**src/rtl/lru4_pkg.sv**
```systemverilog
// Shared types for the four-way recency tracker.
// Assumes exactly four ways per set; rank 0 is most recent, 3 least recent.
package lru4_pkg;
    localparam int WAYS   = 4;
    localparam int RANK_W = 2;
    typedef logic [RANK_W-1:0] rank_t;
    typedef rank_t [WAYS-1:0]  set_ranks_t;
    localparam rank_t RANK_NEWEST = 2'd0;
    localparam rank_t RANK_OLDEST = 2'd3;
endpackage

```
**src/rtl/lru4_rank_update.sv**
```systemverilog
// Computes the next ranks of one set after a hit or fill on a way.
// Assumes cur_ranks is a permutation of 0..3; the result is again one.
module lru4_rank_update
    import lru4_pkg::*;
(
    input  set_ranks_t  cur_ranks,
    input  logic [1:0]  touch_way,
    output set_ranks_t  nxt_ranks
);
    rank_t touched_rank;

    // Rank held by the touched way before the event.
    always_comb touched_rank = cur_ranks[touch_way];

    for (genvar w = 0; w < WAYS; w++) begin : g_way
        // Per way: promote the touched way, demote newer ones, keep older ones.
        always_comb begin
            if (touch_way == 2'(w))
                nxt_ranks[w] = RANK_NEWEST;
            else if (cur_ranks[w] < touched_rank)
                nxt_ranks[w] = cur_ranks[w] + 2'd1;
            else
                nxt_ranks[w] = cur_ranks[w];
        end
    end
endmodule

```
**src/rtl/lru4_victim_pick.sv**
```systemverilog
// Picks the victim way of one set: lowest invalid way first, else the oldest.
// Assumes ranks is a permutation of 0..3 so exactly one way is oldest.
module lru4_victim_pick
    import lru4_pkg::*;
(
    input  set_ranks_t  ranks,
    input  logic [3:0]  valid,
    output logic [1:0]  victim
);
    logic [1:0] first_empty;
    logic [1:0] oldest;

    // Lowest-numbered invalid way (scan from the top so the lowest wins).
    always_comb begin
        first_empty = 2'd0;
        for (int w = WAYS - 1; w >= 0; w--)
            if (!valid[w]) first_empty = 2'(w);
    end

    // Way holding the oldest rank.
    always_comb begin
        oldest = 2'd0;
        for (int w = 0; w < WAYS; w++)
            if (ranks[w] == RANK_OLDEST) oldest = 2'(w);
    end

    // Empty ways take precedence over recency.
    always_comb victim = (&valid) ? oldest : first_empty;
endmodule

```
**src/rtl/lru4_tracker.sv**
```systemverilog
// True-LRU tracker for a four-way set-associative cache.
// Holds one permutation of ranks per set, applies one hit/fill event per
// cycle and answers one victim query per cycle from the pre-update state.
// Assumes NUM_SETS is a power of two and the caller reports fills on the
// way it was handed as victim.
module lru4_tracker
    import lru4_pkg::*;
#(
    parameter int NUM_SETS = 16,
    localparam int SET_W   = (NUM_SETS > 1) ? $clog2(NUM_SETS) : 1
)(
    input  logic             clk,
    input  logic             rst_n,
    input  logic             upd_en,
    input  logic [SET_W-1:0] upd_set,
    input  logic [1:0]       upd_way,
    input  logic [SET_W-1:0] qry_set,
    input  logic [3:0]       qry_valid,
    output logic [1:0]       victim_way
);
    set_ranks_t rank_q [NUM_SETS];
    set_ranks_t upd_cur;
    set_ranks_t upd_nxt;
    set_ranks_t qry_ranks;

    // Read ports of the rank array for the update and the query.
    always_comb begin
        upd_cur   = rank_q[upd_set];
        qry_ranks = rank_q[qry_set];
    end

    lru4_rank_update u_update (
        .cur_ranks (upd_cur),
        .touch_way (upd_way),
        .nxt_ranks (upd_nxt)
    );

    lru4_victim_pick u_victim (
        .ranks  (qry_ranks),
        .valid  (qry_valid),
        .victim (victim_way)
    );

    for (genvar s = 0; s < NUM_SETS; s++) begin : g_set
        // Per set: load reset order, or take the new ranks when addressed.
        always_ff @(posedge clk) begin
            if (!rst_n)
                rank_q[s] <= {2'd3, 2'd2, 2'd1, 2'd0};
            else if (upd_en && upd_set == SET_W'(s))
                rank_q[s] <= upd_nxt;
        end
    end

    // ---------------- assertions ----------------
    logic             chk_vld;
    logic [SET_W-1:0] chk_set;
    logic [1:0]       chk_way;
    set_ranks_t       chk_prev;
    set_ranks_t       chk_now;
    logic [3:0]       qry_seen;
    logic             newer_ok;
    logic             older_ok;

    // Remember the last event so its effect can be checked one cycle later.
    always_ff @(posedge clk) begin
        if (!rst_n) begin
            chk_vld  <= 1'b0;
            chk_set  <= '0;
            chk_way  <= 2'd0;
            chk_prev <= '0;
        end else begin
            chk_vld  <= upd_en;
            chk_set  <= upd_set;
            chk_way  <= upd_way;
            chk_prev <= upd_cur;
        end
    end

    // Compare the stored ranks of the last updated set against its old ranks.
    always_comb begin
        chk_now  = rank_q[chk_set];
        newer_ok = 1'b1;
        older_ok = 1'b1;
        for (int w = 0; w < WAYS; w++) begin
            if (2'(w) != chk_way && chk_prev[w] < chk_prev[chk_way]
                && chk_now[w] != chk_prev[w] + 2'd1) newer_ok = 1'b0;
            if (chk_prev[w] > chk_prev[chk_way] && chk_now[w] != chk_prev[w])
                older_ok = 1'b0;
        end
    end

    // Which rank values appear in the queried set.
    always_comb begin
        qry_seen = 4'b0;
        for (int w = 0; w < WAYS; w++) qry_seen[qry_ranks[w]] = 1'b1;
    end

    AST_RANKS_PERMUTE: assert property (@(posedge clk) disable iff (!rst_n)
        qry_seen == 4'hF);
    AST_TOUCH_NEWEST: assert property (@(posedge clk) disable iff (!rst_n)
        chk_vld |-> chk_now[chk_way] == RANK_NEWEST);
    AST_NEWER_DEMOTE: assert property (@(posedge clk) disable iff (!rst_n)
        chk_vld |-> newer_ok);
    AST_OLDER_KEEP: assert property (@(posedge clk) disable iff (!rst_n)
        chk_vld |-> older_ok);
    AST_EMPTY_FIRST: assert property (@(posedge clk) disable iff (!rst_n)
        (qry_valid != 4'hF) |-> !qry_valid[victim_way]);
    AST_FULL_OLDEST: assert property (@(posedge clk) disable iff (!rst_n)
        (qry_valid == 4'hF) |-> qry_ranks[victim_way] == RANK_OLDEST);
endmodule

```
**config.mk**
```make
export PLATFORM = sky130hd
export DESIGN_NAME = lru4_tracker
export DESIGN_NICKNAME = d
export VERILOG_FILES = /design/src/rtl/lru4_pkg.sv /design/src/rtl/lru4_rank_update.sv /design/src/rtl/lru4_victim_pick.sv /design/src/rtl/lru4_tracker.sv
export SDC_FILE = /design/constraint.sdc
export NUM_CORES = 1
export LEC_CHECK = 0
export ABC_AREA = 0
export CAP_MARGIN = 15
export CORE_MARGIN = 1
export CORE_UTILIZATION = 40
export DETAILED_ROUTE_END_ITERATION = 7
export SYNTH_ARGS = -nofsm -noshare
export SYNTH_HDL_FRONTEND = slang
export SYNTH_SLANG_ARGS = --single-unit
```
**constraint.sdc**
```tcl
create_clock -name clk -period 12.4 [get_ports clk]
set_input_delay 2.48 -clock clk [delete_from_list [all_inputs] [get_ports clk]]
set_output_delay 2.48 -clock clk [all_outputs]
set_load 0.005 [all_outputs]
```
==> reports/summary.json, run 1 <==
{
  "result_of_the_run": {"value": "completed"},
  "cts-hold-fix-buffers": {"value": 0},
  "grt.overflow.total": {"value": 0},
  "net-switching-power": {"value": 0.270, "unit": "mW"},
  "design.die.area": {"value": 0.0179, "unit": "sq mm"},
  "path_common_cell": {"value": "clkdlybuf4s50_1"},
  "yosysTopAreaCellShare": {"value": 55.4, "unit": "%"},
  "wire_per_inst": {"value": 22.5, "unit": "um"},
  "worstPathMaxFanout": {"value": 48},
  "detailroute.via_count": {"value": 4950},
  "reg2reg_depth": {"value": 9},
  "timing.critical_path.cells": {"value": "clkdlybuf4s50_1, buf_4, o21ai_0, mux4_2, mux2i_1, o2111ai_1, a31oi_1, clkdlybuf4s50_1"},
  "syn-cell-area": {"value": 0.00694, "unit": "sq mm"},
  "area_delta_synth_final": {"value": 12.9, "unit": "%"},
  "grt_antenna_before_repair": {"value": 0},
  "htree_num_levels": {"value": 4},
  "report.final.setup_viol": {"value": 0},
  "cts_tree": {"value": "done"},
  "critical_path.endpoint_type": {"value": "output port"},
  "largest_register_ffs": {"value": 128},
  "initial_core_util": {"value": 41.4, "unit": "%"},
  "top_level_ports": {"value": 19},
  "detail_route.iter0.violations": {"value": 472},
  "post_route_worst_hold_slack": {"value": 1.35, "unit": "ns"},
  "dpl.cell_count": {"value": 792},
  "die-width": {"value": 134, "unit": "um"},
  "max_flop_register": {"value": "rank_q"},
  "maxCapViolations": {"value": 0},
  "total_leakage_power": {"value": 2.48, "unit": "nW"},
  "timing.critical_path.from_type": {"value": "input pin"},
  "yosys_register_bits": {"value": 128},
  "via_to_cell_ratio": {"value": 6.01},
  "synth_area_leaders": {"value": "edfxtp_1 (55%), mux4_2 (11%), o21ai_0 (5.9%)"},
  "launch_instance_of_the_worst_register_to_register_path": {"value": "rank_q[11][3]"},
  "grt_max_degree": {"value": 49},
  "grt_setup_unrepaired": {"value": "false"},
  "residual_drc": {"value": 0},
  "path_class": {"value": "in2out"},
  "antennaDiodeCount": {"value": 0},
  "synth_fp_nets": {"value": 590},
  "cp_top_family": {"value": "buffers and inverters"},
  "regToRegEndpoint": {"value": "rank_q[6][4]"},
  "chipHeight": {"value": 134, "unit": "um"},
  "max-slew-margin-rel": {"value": 30.5, "unit": "%"},
  "comb_power_share": {"value": 13.3, "unit": "%"},
  "track_usage": {"value": 22.1, "unit": "%"},
  "cts_num_sinks": {"value": 128},
  "share_seq_of_total_power": {"value": 45.9, "unit": "%"},
  "first_global_vias": {"value": 4938},
  "post_cts_resize_count": {"value": 0},
  "syn_inst": {"value": 569},
  "fp-row-count": {"value": 47},
  "stdcell_count": {"value": 824},
  "worst-endpoint-arrival": {"value": 5.15, "unit": "ns"},
  "postCtsSetupRepairBufs": {"value": 0},
  "layout.nets": {"value": 612},
  "critPathRequiredTime": {"value": 9.92, "unit": "ns"},
  "timing.critical_path.slowest_cell_delay": {"value": 0.52, "unit": "ns"},
  "post_synth.cell_area_avg": {"value": 12.2, "unit": "sq um"},
  "critical_path.startpoint": {"value": "qry_set[1]"},
  "detail_placement_hpwl": {"value": 13600, "unit": "um"},
  "setup-tns-final": {"value": 0, "unit": "ns"},
  "port_buffers": {"value": 18},
  "final_antenna_net_count": {"value": 0},
  "intPower": {"value": 0.805, "unit": "mW"},
  "fin_skew": {"value": 0.00701, "unit": "ns"},
  "finalHoldViolations": {"value": 0},
  "proportion_of_power_drawn_by_the_clock_network": {"value": 40.8, "unit": "%"},
  "seq_area_frac_synth": {"value": 55.4, "unit": "%"},
  "synthArstFlopShare": {"value": 0, "unit": "%"},
  "synth.yosys.warnings": {"value": 0},
  "largest_registers": {"value": "rank_q x128"},
  "ys_dominant_reg_cell": {"value": "edfxtp_1"},
  "synth_enable_flop_cells": {"value": 128},
  "p_per_area": {"value": 137, "unit": "mW/mm^2"},
  "hp-class": {"value": "reg2reg"},
  "place_congestion": {"value": 0.897},
  "design.core.area": {"value": 0.0168, "unit": "sq mm"},
  "synth.largest_area_cell": {"value": "edfxtp_1"},
  "ctsLongestPathBuffers": {"value": 2},
  "power.share.switching": {"value": 25.1, "unit": "%"},
  "max-vdd-ir-drop": {"value": 0.105, "unit": "mV"},
  "maxClockFrequency": {"value": 131, "unit": "MHz"},
  "finalWirelength": {"value": 18600, "unit": "um"},
  "numCtsBuffers": {"value": 17},
  "max_slew.worst_pin.slew": {"value": 1.04, "unit": "ns"},
  "first_pass_grt_wire_length": {"value": 28400, "unit": "um"},
  "critical_path_buf_inv_count": {"value": 3},
  "post_synth_num_cell_types": {"value": 44},
  "reg_to_reg_slack_setup": {"value": 8.53, "unit": "ns"},
  "detail_route.first_pass.iterations": {"value": 5},
  "drive_above_1_share": {"value": 17.4, "unit": "%"},
  "path_clk_slew": {"value": 0.05, "unit": "ns"},
  "crit_path_end": {"value": "victim_way[0]"},
  "cts.root.buffer_cell": {"value": "clkbuf_16"},
  "critical_path_cell_count": {"value": 8},
  "slew_viol_final": {"value": 0},
  "timing.final.crit_share": {"value": 61.5, "unit": "%"},
  "crit_path_top_delay_cell": {"value": "clkdlybuf4s50_1"},
  "clkLatencyLatePin": {"value": 0.42, "unit": "ns"},
  "period_minus_slack": {"value": 7.63, "unit": "ns"}
}
[routing by layer]
layer  part of all wire (%)  routed length [um]  up-vias  track usage, %
met1                     43                7920     2478            29.0
met5                      0                   0        -               0
met2                     48                8850      220            35.3
met3                    6.3                1180       40            4.03
li1                       -                   -     2212               -
met4                    3.3                 611        0            10.4
[cells in the mapped netlist (7+ instances only)]
library cell,n
a22oi_1,8
buf_6,8
clkbuf_1,17
edfxtp_1,128
mux2i_1,25
mux4_2,35
nand2_1,64
nand3_1,31
nor2_1,71
nor3_1,16
o21ai_0,82
o21ai_1,7
[power groups by stage]
stage          clock network (mW)  registers (mW)  logic, mW
2_1_floorplan                   0           0.498      0.105
3_3_place_gp                    0           0.501      0.139
3_5_place_dp                    0           0.501      0.143
4_1_cts                     0.440           0.493      0.143
5_1_grt                     0.459           0.493      0.155
6_report                    0.439           0.493      0.143
[how the worst min path moves through the flow]
stage / depth (start not counted) / slack (ns) / start / to
after floorplan: 6 / 1.08 / rank_q[8][2] / rank_q[0][2]
after global placement: 6 / 1.30 / rank_q[4][2] / rank_q[6][2]
after detailed placement: 6 / 1.32 / rank_q[4][2] / rank_q[7][2]
after CTS: 6 / 1.33 / rank_q[4][2] / rank_q[7][2]
after global routing: 6 / 1.43 / rank_q[4][2] / rank_q[2][2]
final: 6 / 1.35 / rank_q[4][2] / rank_q[7][2]
[worst min-delay path, stage by stage, from the launching register on]
cell and delay (ns):
edfxtp_1 0.34, mux2i_1 0.07, a22oi_1 0.22, nand3_1 0.20, nand3_1 0.14, nor3_2 0.13, o21ai_1 0.14
[layout by cell type (no fill, tap or decap), types with 3 or more instances in the layout]
| cell type | netlist | routed |
|---|---|---|
| clkinv_2 | 0 | 5 |
| nor2_2 | 4 | 4 |
| and3b_1 | 3 | 3 |
| nand3_1 | 31 | 31 |
| nor2_1 | 71 | 71 |
| inv_1 | 6 | 6 |
| o21ai_0 | 82 | 82 |
| clkinv_1 | 0 | 4 |
| nand2_1 | 64 | 64 |
| nand2b_1 | 3 | 3 |
| clkbuf_1 | 17 | 5 |
| or2_2 | 6 | 6 |
| nand3b_1 | 3 | 3 |
| ha_1 | 4 | 4 |
| clkbuf_16 | 0 | 17 |
| mux4_2 | 35 | 35 |
| buf_4 | 4 | 21 |
| edfxtp_1 | 128 | 128 |
| o21ai_1 | 7 | 7 |
| mux2i_1 | 25 | 25 |
| o211ai_1 | 4 | 4 |
| a22oi_1 | 8 | 8 |
| clkdlybuf4s50_1 | 0 | 16 |
| nor3_1 | 16 | 16 |
[stage by stage]
step / utilization (%) / power [mW] / area (sq um) / setup WS (ns)
after detailed placement: 43.7 / 0.644 / 7320 / 4.80
after global routing: 46.8 / 1.11 / 7840 / 4.62
after CTS: 46.8 / 1.08 / 7840 / 4.80
after floorplan: - / 0.604 / 6940 / 5.91
after global placement: 43.6 / 0.640 / 7310 / 4.87
final: 46.8 / 1.07 / 7840 / 4.77
[cells by family after synthesis]
| group | Yosys count | share of synthesized area [%] |
|---|---|---|
| compound gates | 120 | 11.1 |
| buf+inv | 42 | 3.48 |
| mux | 60 | 15.0 |
| simple gates | 213 | 13.9 |
| flops | 128 | 55.4 |
| fa+ha+maj | 4 | 0.721 |
| xor+xnor | 2 | 0.469 |
[area by class of cell]
class | instances | area (sq um)
multi-input cells | 399 | 2850
inverters | 6 | 22.5
fillers | 1534 | 8920
clock inverters | 10 | 70.1
flip-flops and latches | 128 | 3840
clock buffers | 22 | 444
repair buffers | 39 | 328
well taps | 220 | 275
(Power assumes the default switching activity.)
==> run 2, diff against run 1 <==
- clock period: 12.4 -> 7.7 ns (I/O delays scaled with it)
==> reports/summary.json, run 2 (same netlist as run 1, synthesis figures left out) <==
{
  "critical_path.endpoint_type": {"value": "output port"},
  "p_per_area": {"value": 217, "unit": "mW/mm^2", "change": "+58%"},
  "grt_setup_unrepaired": {"value": "false"},
  "post_cts_resize_count": {"value": 0, "change": "unchanged"},
  "maxCapViolations": {"value": 0, "change": "unchanged"},
  "detail_route.first_pass.iterations": {"value": 5, "change": "unchanged"},
  "via_to_cell_ratio": {"value": 5.99, "change": "-0.32%"},
  "die-width": {"value": 134, "unit": "um", "change": "unchanged"},
  "timing.critical_path.slowest_cell_delay": {"value": 1.11, "unit": "ns", "change": "+0.59 ns"},
  "chipHeight": {"value": 134, "unit": "um", "change": "unchanged"},
  "numCtsBuffers": {"value": 17, "change": "unchanged"},
  "timing.critical_path.cells": {"value": "clkdlybuf4s50_1, o21ai_0, mux4_2, mux2i_1, o2111ai_1, a31oi_1, clkdlybuf4s50_1"},
  "total_leakage_power": {"value": 2.47, "unit": "nW", "change": "-0.48%"},
  "fp-row-count": {"value": 47, "change": "unchanged"},
  "final_antenna_net_count": {"value": 0, "change": "unchanged"},
  "design.die.area": {"value": 0.0179, "unit": "sq mm", "change": "unchanged"},
  "first_pass_grt_wire_length": {"value": 28300, "unit": "um", "change": "-0.32%"},
  "utilization": {"value": 46.6, "unit": "%", "change": "-0.13 points"},
  "finalWirelength": {"value": 18500, "unit": "um", "change": "-0.34%"},
  "area_delta_synth_final": {"value": 12.6, "unit": "%"},
  "maxClockFrequency": {"value": 164, "unit": "MHz"},
  "fin_skew": {"value": 0.00755, "unit": "ns", "change": "+0.000540 ns"},
  "cts-hold-fix-buffers": {"value": 0, "change": "unchanged"},
  "layout_setup_ws": {"value": 1.62, "unit": "ns", "change": "-3.16 ns"},
  "hp-class": {"value": "reg2reg"},
  "antennaDiodeCount": {"value": 0, "change": "unchanged"},
  "max_slew.worst_pin.slew": {"value": 1.06, "unit": "ns", "change": "+0.0249 ns"},
  "slew_viol_final": {"value": 0, "change": "unchanged"},
  "htree_num_levels": {"value": 4, "change": "unchanged"},
  "layout.nets": {"value": 611, "change": "-0.16%"},
  "result_of_the_run": {"value": "completed"},
  "worst-endpoint-arrival": {"value": 4.54, "unit": "ns", "change": "-0.61 ns"},
  "residual_drc": {"value": 0, "change": "unchanged"},
  "mostFrequentLayoutCells": {"value": "edfxtp_1 (128), o21ai_0 (82), nor2_1 (71), nand2_1 (64), mux4_2 (35)"},
  "detailroute.via_count": {"value": 4928, "change": "-0.44%"},
  "setup-tns-final": {"value": 0, "unit": "ns", "change": "unchanged"},
  "timing.final.crit_share": {"value": 79.0, "unit": "%"},
  "cp_top_family": {"value": "buffers and inverters"},
  "design.core.area": {"value": 0.0168, "unit": "sq mm", "change": "unchanged"},
  "path_common_cell": {"value": "clkdlybuf4s50_1"},
  "crit_path_top_delay_cell": {"value": "clkdlybuf4s50_1"},
  "placed_area": {"value": 0.00732, "unit": "sq mm", "change": "about the same"},
  "detail_route.iter0.violations": {"value": 453, "change": "-4.0%"},
  "grt_antenna_before_repair": {"value": 0, "change": "unchanged"},
  "ctsLongestPathBuffers": {"value": 2, "change": "unchanged"},
  "drive_above_1_share": {"value": 17.1, "unit": "%", "change": "-0.30 points"},
  "top_level_ports": {"value": 19, "change": "unchanged"},
  "postCtsSetupRepairBufs": {"value": 0, "change": "unchanged"},
  "fill_cells": {"value": 1523, "change": "-0.72%"},
  "cts.root.buffer_cell": {"value": "clkbuf_16"},
  "largest_register_ffs": {"value": 128, "change": "unchanged"},
  "place_congestion": {"value": 0.858, "change": "-4.4%"},
  "critPathRequiredTime": {"value": 6.16, "unit": "ns", "change": "-3.76 ns"},
  "initial_core_util": {"value": 41.4, "unit": "%", "change": "unchanged"},
  "report.final.setup_viol": {"value": 0, "change": "unchanged"},
  "largest_registers": {"value": "rank_q x128"},
  "finalHoldViolations": {"value": 0, "change": "unchanged"},
  "port_buffers": {"value": 18, "change": "unchanged"},
  "timing.critical_path.from_type": {"value": "input pin"},
  "reg_to_reg_slack_setup": {"value": 3.84, "unit": "ns", "change": "-4.69 ns"},
  "max_flop_register": {"value": "rank_q"},
  "cts_num_sinks": {"value": 128, "change": "unchanged"},
  "wire_per_inst": {"value": 22.5, "unit": "um", "change": "-0.22%"},
  "post_route_worst_hold_slack": {"value": 1.35, "unit": "ns", "change": "+0.00359 ns"},
  "finish.instance_area": {"value": 0.00782, "unit": "sq mm", "change": "-0.27%"},
  "detail_placement_hpwl": {"value": 13800, "unit": "um", "change": "+1.7%"},
  "preCtsSetupSlack": {"value": 1.65, "unit": "ns", "change": "-3.15 ns"},
  "grt_max_degree": {"value": 49, "change": "unchanged"},
  "path_class": {"value": "in2out"},
  "track_usage": {"value": 21.8, "unit": "%", "change": "-0.23 points"},
  "period_minus_slack": {"value": 6.08, "unit": "ns"},
  "first_global_vias": {"value": 4939, "change": "+0.020%"},
  "grt.overflow.total": {"value": 0, "change": "unchanged"},
  "path_clk_slew": {"value": 0.05, "unit": "ns", "change": "about the same"},
  "cts_tree": {"value": "done"},
  "max-vdd-ir-drop": {"value": 0.165, "unit": "mV", "change": "+58%"},
  "clkLatencyLatePin": {"value": 0.42, "unit": "ns", "change": "about the same"},
  "worstPathMaxFanout": {"value": 32, "change": "-33%"},
  "mostFrequentLayoutCell": {"value": "edfxtp_1"},
  "critical_path_buf_inv_count": {"value": 2, "change": "-1"},
  "max-slew-margin-rel": {"value": 29.0, "unit": "%", "change": "-1.5 points"}
}
## run 2: cell types whose count changed in the layout (fill, tap and decap cells not counted)
cell / delta
clkinv_1: +3
buf_4: -2
clkbuf_1: -2
buf_12: +1
bufinv_16: -1
## run 2: worst reg2reg max path: stages, from the launching register on
cell and delay, ns:
edfxtp_1 0.39, mux4_2 0.52, mux4_2 0.59, mux4_2 0.50
inv_1 0.19, ha_1 0.30, inv_1 0.12, a21oi_1 0.12
a211oi_4 0.76, nor2_1 0.09
## run 2: final cells by class
type / instances / area (sq um) / share of cell area (%)
repair buffers: 38 / 333 / 4.26
clock inverters: 12 / 51.3 / 0.656
well taps: 220 / 275 / 3.52
inverters: 6 / 22.5 / 0.288
multi-input cells: 399 / 2850 / 36.5
clock buffers: 20 / 437 / 5.59
flip-flops and latches: 128 / 3840 / 49.2
## run 2: layer usage
metal	global-route usage (%)	up-vias	wire length, um
li1	-	2214	-
met1	28.4	2437	7770
met2	34.8	230	8880
met3	3.96	47	1140
met4	11.2	0	693
met5	0	-	0
## run 2: stage by stage
step | cells | total power, mW
finish | 823 | 1.69
floorplan | 569 | 0.972
global route | 823 | 1.75
CTS | 822 | 1.70
detailed placement | 790 | 1.04
global placement | 790 | 1.03
## run 2: worst paths after layout
| check | endpoint | startpoint | cells after the start |
|---|---|---|---|
| max | victim_way[0] | qry_set[1] | 7 |
| min | rank_q[6][2] | rank_q[4][2] | 6 |
| max reg2reg | rank_q[15][4] | rank_q[11][7] | 9 |
| min reg2reg | rank_q[6][2] | rank_q[4][2] | 6 |
## run 2: where the power goes
| part | switching (mW) | total, mW | leakage (nW) | internal [mW] |
|---|---|---|---|---|
| Combinational | 0.153 | 0.231 | 1.12 | 0.0776 |
| Clock | 0.271 | 0.669 | 0.244 | 0.398 |
| Sequential | 0.00945 | 0.794 | 1.11 | 0.785 |
| Total | 0.434 | 1.69 | 2.47 | 1.26 |
==> run 3, diff against run 2 <==
- clock period: 7.7 -> 5.05 ns (I/O delays scaled with it)
==> reports/summary.json, run 3 (same netlist as run 1, synthesis figures left out) <==
{
  "met3_usage": {"value": 5.56, "unit": "%", "change": "+1.6 points"},
  "comb_power_share": {"value": 15.1, "unit": "%", "change": "+1.5 points"},
  "path_clk_slew": {"value": 0.05, "unit": "ns", "change": "about the same"},
  "chipHeight": {"value": 134, "unit": "um", "change": "unchanged"},
  "grt.busiest_layer": {"value": "met2"},
  "mostFrequentLayoutCell": {"value": "edfxtp_1"},
  "top_level_ports": {"value": 19, "change": "unchanged"},
  "proportion_of_power_drawn_by_the_clock_network": {"value": 40.2, "unit": "%", "change": "+0.7 points"},
  "maxClockFrequency": {"value": 223, "unit": "MHz"},
  "total_leakage_power": {"value": 2.59, "unit": "nW", "change": "+5.0%"},
  "placed_area": {"value": 0.00754, "unit": "sq mm", "change": "+3.1%"},
  "cts_tree": {"value": "done"},
  "result_of_the_run": {"value": "completed"},
  "place_congestion": {"value": 0.913, "change": "+6.5%"},
  "design.die.area": {"value": 0.0179, "unit": "sq mm", "change": "unchanged"},
  "track_usage": {"value": 23.5, "unit": "%", "change": "+1.6 points"},
  "detail_route.first_pass.iterations": {"value": 5, "change": "unchanged"},
  "net-switching-power": {"value": 0.698, "unit": "mW", "change": "+61%"},
  "cts_num_sinks": {"value": 128, "change": "unchanged"},
  "max-vdd-ir-drop": {"value": 0.253, "unit": "mV", "change": "+53%"},
  "max_flop_register": {"value": "rank_q"},
  "hp-class": {"value": "reg2reg"},
  "maxCapViolations": {"value": 0, "change": "unchanged"},
  "timing.critical_path.cells": {"value": "clkdlybuf4s50_1, buf_4, buf_4, o21ai_0, mux4_2, o22a_1, o211a_1, clkdlybuf4s50_1"},
  "share_seq_of_total_power": {"value": 44.6, "unit": "%", "change": "-2.3 points"},
  "first_pass_grt_wire_length": {"value": 30100, "unit": "um", "change": "+6.1%"},
  "timing.critical_path.slowest_cell_delay": {"value": 0.49, "unit": "ns", "change": "-0.62 ns"},
  "mostFrequentLayoutCells": {"value": "edfxtp_1 (128), o21ai_0 (80), nor2_1 (71), nand2_1 (64), mux4_2 (35)"},
  "initial_core_util": {"value": 41.4, "unit": "%", "change": "unchanged"},
  "grt_util_met1": {"value": 31.9, "unit": "%", "change": "+3.5 points"},
  "wire_per_inst": {"value": 23.4, "unit": "um", "change": "+4.2%"},
  "worstPathMaxFanout": {"value": 22, "change": "-31%"},
  "finalHoldViolations": {"value": 0, "change": "unchanged"},
  "layout.nets": {"value": 630, "change": "+3.1%"},
  "setup-tns-final": {"value": 0, "unit": "ns", "change": "unchanged"},
  "area_delta_synth_final": {"value": 16.2, "unit": "%"},
  "critPathRequiredTime": {"value": 4.04, "unit": "ns", "change": "-2.12 ns"},
  "timing.final.crit_share": {"value": 88.9, "unit": "%"},
  "power.share.switching": {"value": 25.7, "unit": "%", "change": "+0.11 points"},
  "drive_above_1_share": {"value": 19.5, "unit": "%", "change": "+2.4 points"},
  "timing.critical_path.from_type": {"value": "input pin"},
  "die-width": {"value": 134, "unit": "um", "change": "unchanged"},
  "port_buffers": {"value": 18, "change": "unchanged"},
  "path_class": {"value": "in2out"},
  "intPower": {"value": 2.02, "unit": "mW", "change": "+60%"},
  "grt_max_degree": {"value": 29, "change": "-41%"},
  "finalWirelength": {"value": 19700, "unit": "um", "change": "+6.6%"},
  "post_cts_resize_count": {"value": 0, "change": "unchanged"},
  "critical_path.endpoint_type": {"value": "output port"},
  "finish.instance_area": {"value": 0.00806, "unit": "sq mm", "change": "+3.1%"},
  "fp-row-count": {"value": 47, "change": "unchanged"},
  "use_met2": {"value": 36.5, "unit": "%", "change": "+1.7 points"},
  "grt_antenna_before_repair": {"value": 0, "change": "unchanged"},
  "worst-endpoint-arrival": {"value": 3.48, "unit": "ns", "change": "-1.06 ns"},
  "first_global_vias": {"value": 5033, "change": "+1.9%"},
  "cts-hold-fix-buffers": {"value": 0, "change": "unchanged"},
  "total_power": {"value": 2.72, "unit": "mW", "change": "+60%"},
  "grt.overflow.total": {"value": 0, "change": "unchanged"},
  "max-slew-margin-rel": {"value": 25.3, "unit": "%", "change": "-3.7 points"},
  "crit_path_top_delay_cell": {"value": "mux4_2"},
  "design.core.area": {"value": 0.0168, "unit": "sq mm", "change": "unchanged"},
  "period_minus_slack": {"value": 4.49, "unit": "ns"},
  "largest_registers": {"value": "rank_q x128"},
  "max_slew.worst_pin.slew": {"value": 1.11, "unit": "ns", "change": "+0.0507 ns"},
  "post_route_worst_hold_slack": {"value": 1.43, "unit": "ns", "change": "+0.0713 ns"},
  "clkLatencyLatePin": {"value": 0.43, "unit": "ns", "change": "about the same"},
  "ctsLongestPathBuffers": {"value": 2, "change": "unchanged"},
  "htree_num_levels": {"value": 4, "change": "unchanged"},
  "numCtsBuffers": {"value": 17, "change": "unchanged"},
  "final_antenna_net_count": {"value": 0, "change": "unchanged"},
  "fin_skew": {"value": 0.00762, "unit": "ns", "change": "+0.0000740 ns"},
  "p_per_area": {"value": 337, "unit": "mW/mm^2", "change": "+55%"},
  "postCtsSetupRepairBufs": {"value": 0, "change": "unchanged"},
  "detailroute.via_count": {"value": 5010, "change": "+1.7%"},
  "detail_route.iter0.violations": {"value": 565, "change": "+25%"},
  "detail_placement_hpwl": {"value": 14800, "unit": "um", "change": "+6.9%"},
  "residual_drc": {"value": 0, "change": "unchanged"},
  "grt_setup_unrepaired": {"value": "false"},
  "antennaDiodeCount": {"value": 0, "change": "unchanged"},
  "via_to_cell_ratio": {"value": 5.95, "change": "-0.63%"},
  "slew_viol_final": {"value": 0, "change": "unchanged"},
  "cts.root.buffer_cell": {"value": "clkbuf_16"},
  "report.final.setup_viol": {"value": 0, "change": "unchanged"},
  "largest_register_ffs": {"value": 128, "change": "unchanged"}
}
-- run 3: worst paths after layout --
path | slack, ns | cells past startpoint | from | end
max | 0.56 | 8 | qry_set[1] | victim_way[1]
min | 1.43 | 6 | rank_q[13][6] | rank_q[4][6]
max reg2reg | 1.47 | 8 | rank_q[11][3] | rank_q[0][3]
min reg2reg | 1.43 | 6 | rank_q[13][6] | rank_q[4][6]
-- run 3: through the flow --
| stage | std cells | setup WS (ns) | util (%) |
|---|---|---|---|
| finish | 842 | 0.562 | 48.1 |
| floorplan | 569 | 0.703 | - |
| global route | 842 | 0.440 | 48.1 |
| CTS | 842 | 0.566 | 48.1 |
| detailed placement | 810 | 0.491 | 45.0 |
| global placement | 810 | 0.555 | 45.0 |
-- run 3: critical path, delay by kind of cell --
| family | cells | cell delay [ns] |
|---|---|---|
| buffers and inverters | 4 | 1.36 |
| multiplexers | 1 | 0.49 |
| AO/OA/AOI/OAI | 3 | 0.59 |
-- run 3: layout make-up --
cell class | instances | area, sq um
timing repair buffer | 57 | 551
clock buffer | 22 | 444
tap | 220 | 275
inverter | 6 | 22.5
multi-input combinational | 399 | 2850
clock inverter | 10 | 70.1
sequential | 128 | 3840
fill | 1506 | 8700
-- run 3: per-layer routing --
metal	share of wire [%]	vias to the layer above
li1	-	2254
met1	42	2488
met2	47	234
met3	8.0	34
met4	2.3	0
met5	0	-
-- run 3: power by group through the flow --
stage,clock network [mW],registers (mW),logic [mW]
detailed placement,0,1.23,0.405
finish,1.09,1.21,0.411
global placement,0,1.23,0.398
global route,1.14,1.21,0.438
floorplan,0,1.22,0.259
CTS,1.10,1.21,0.408
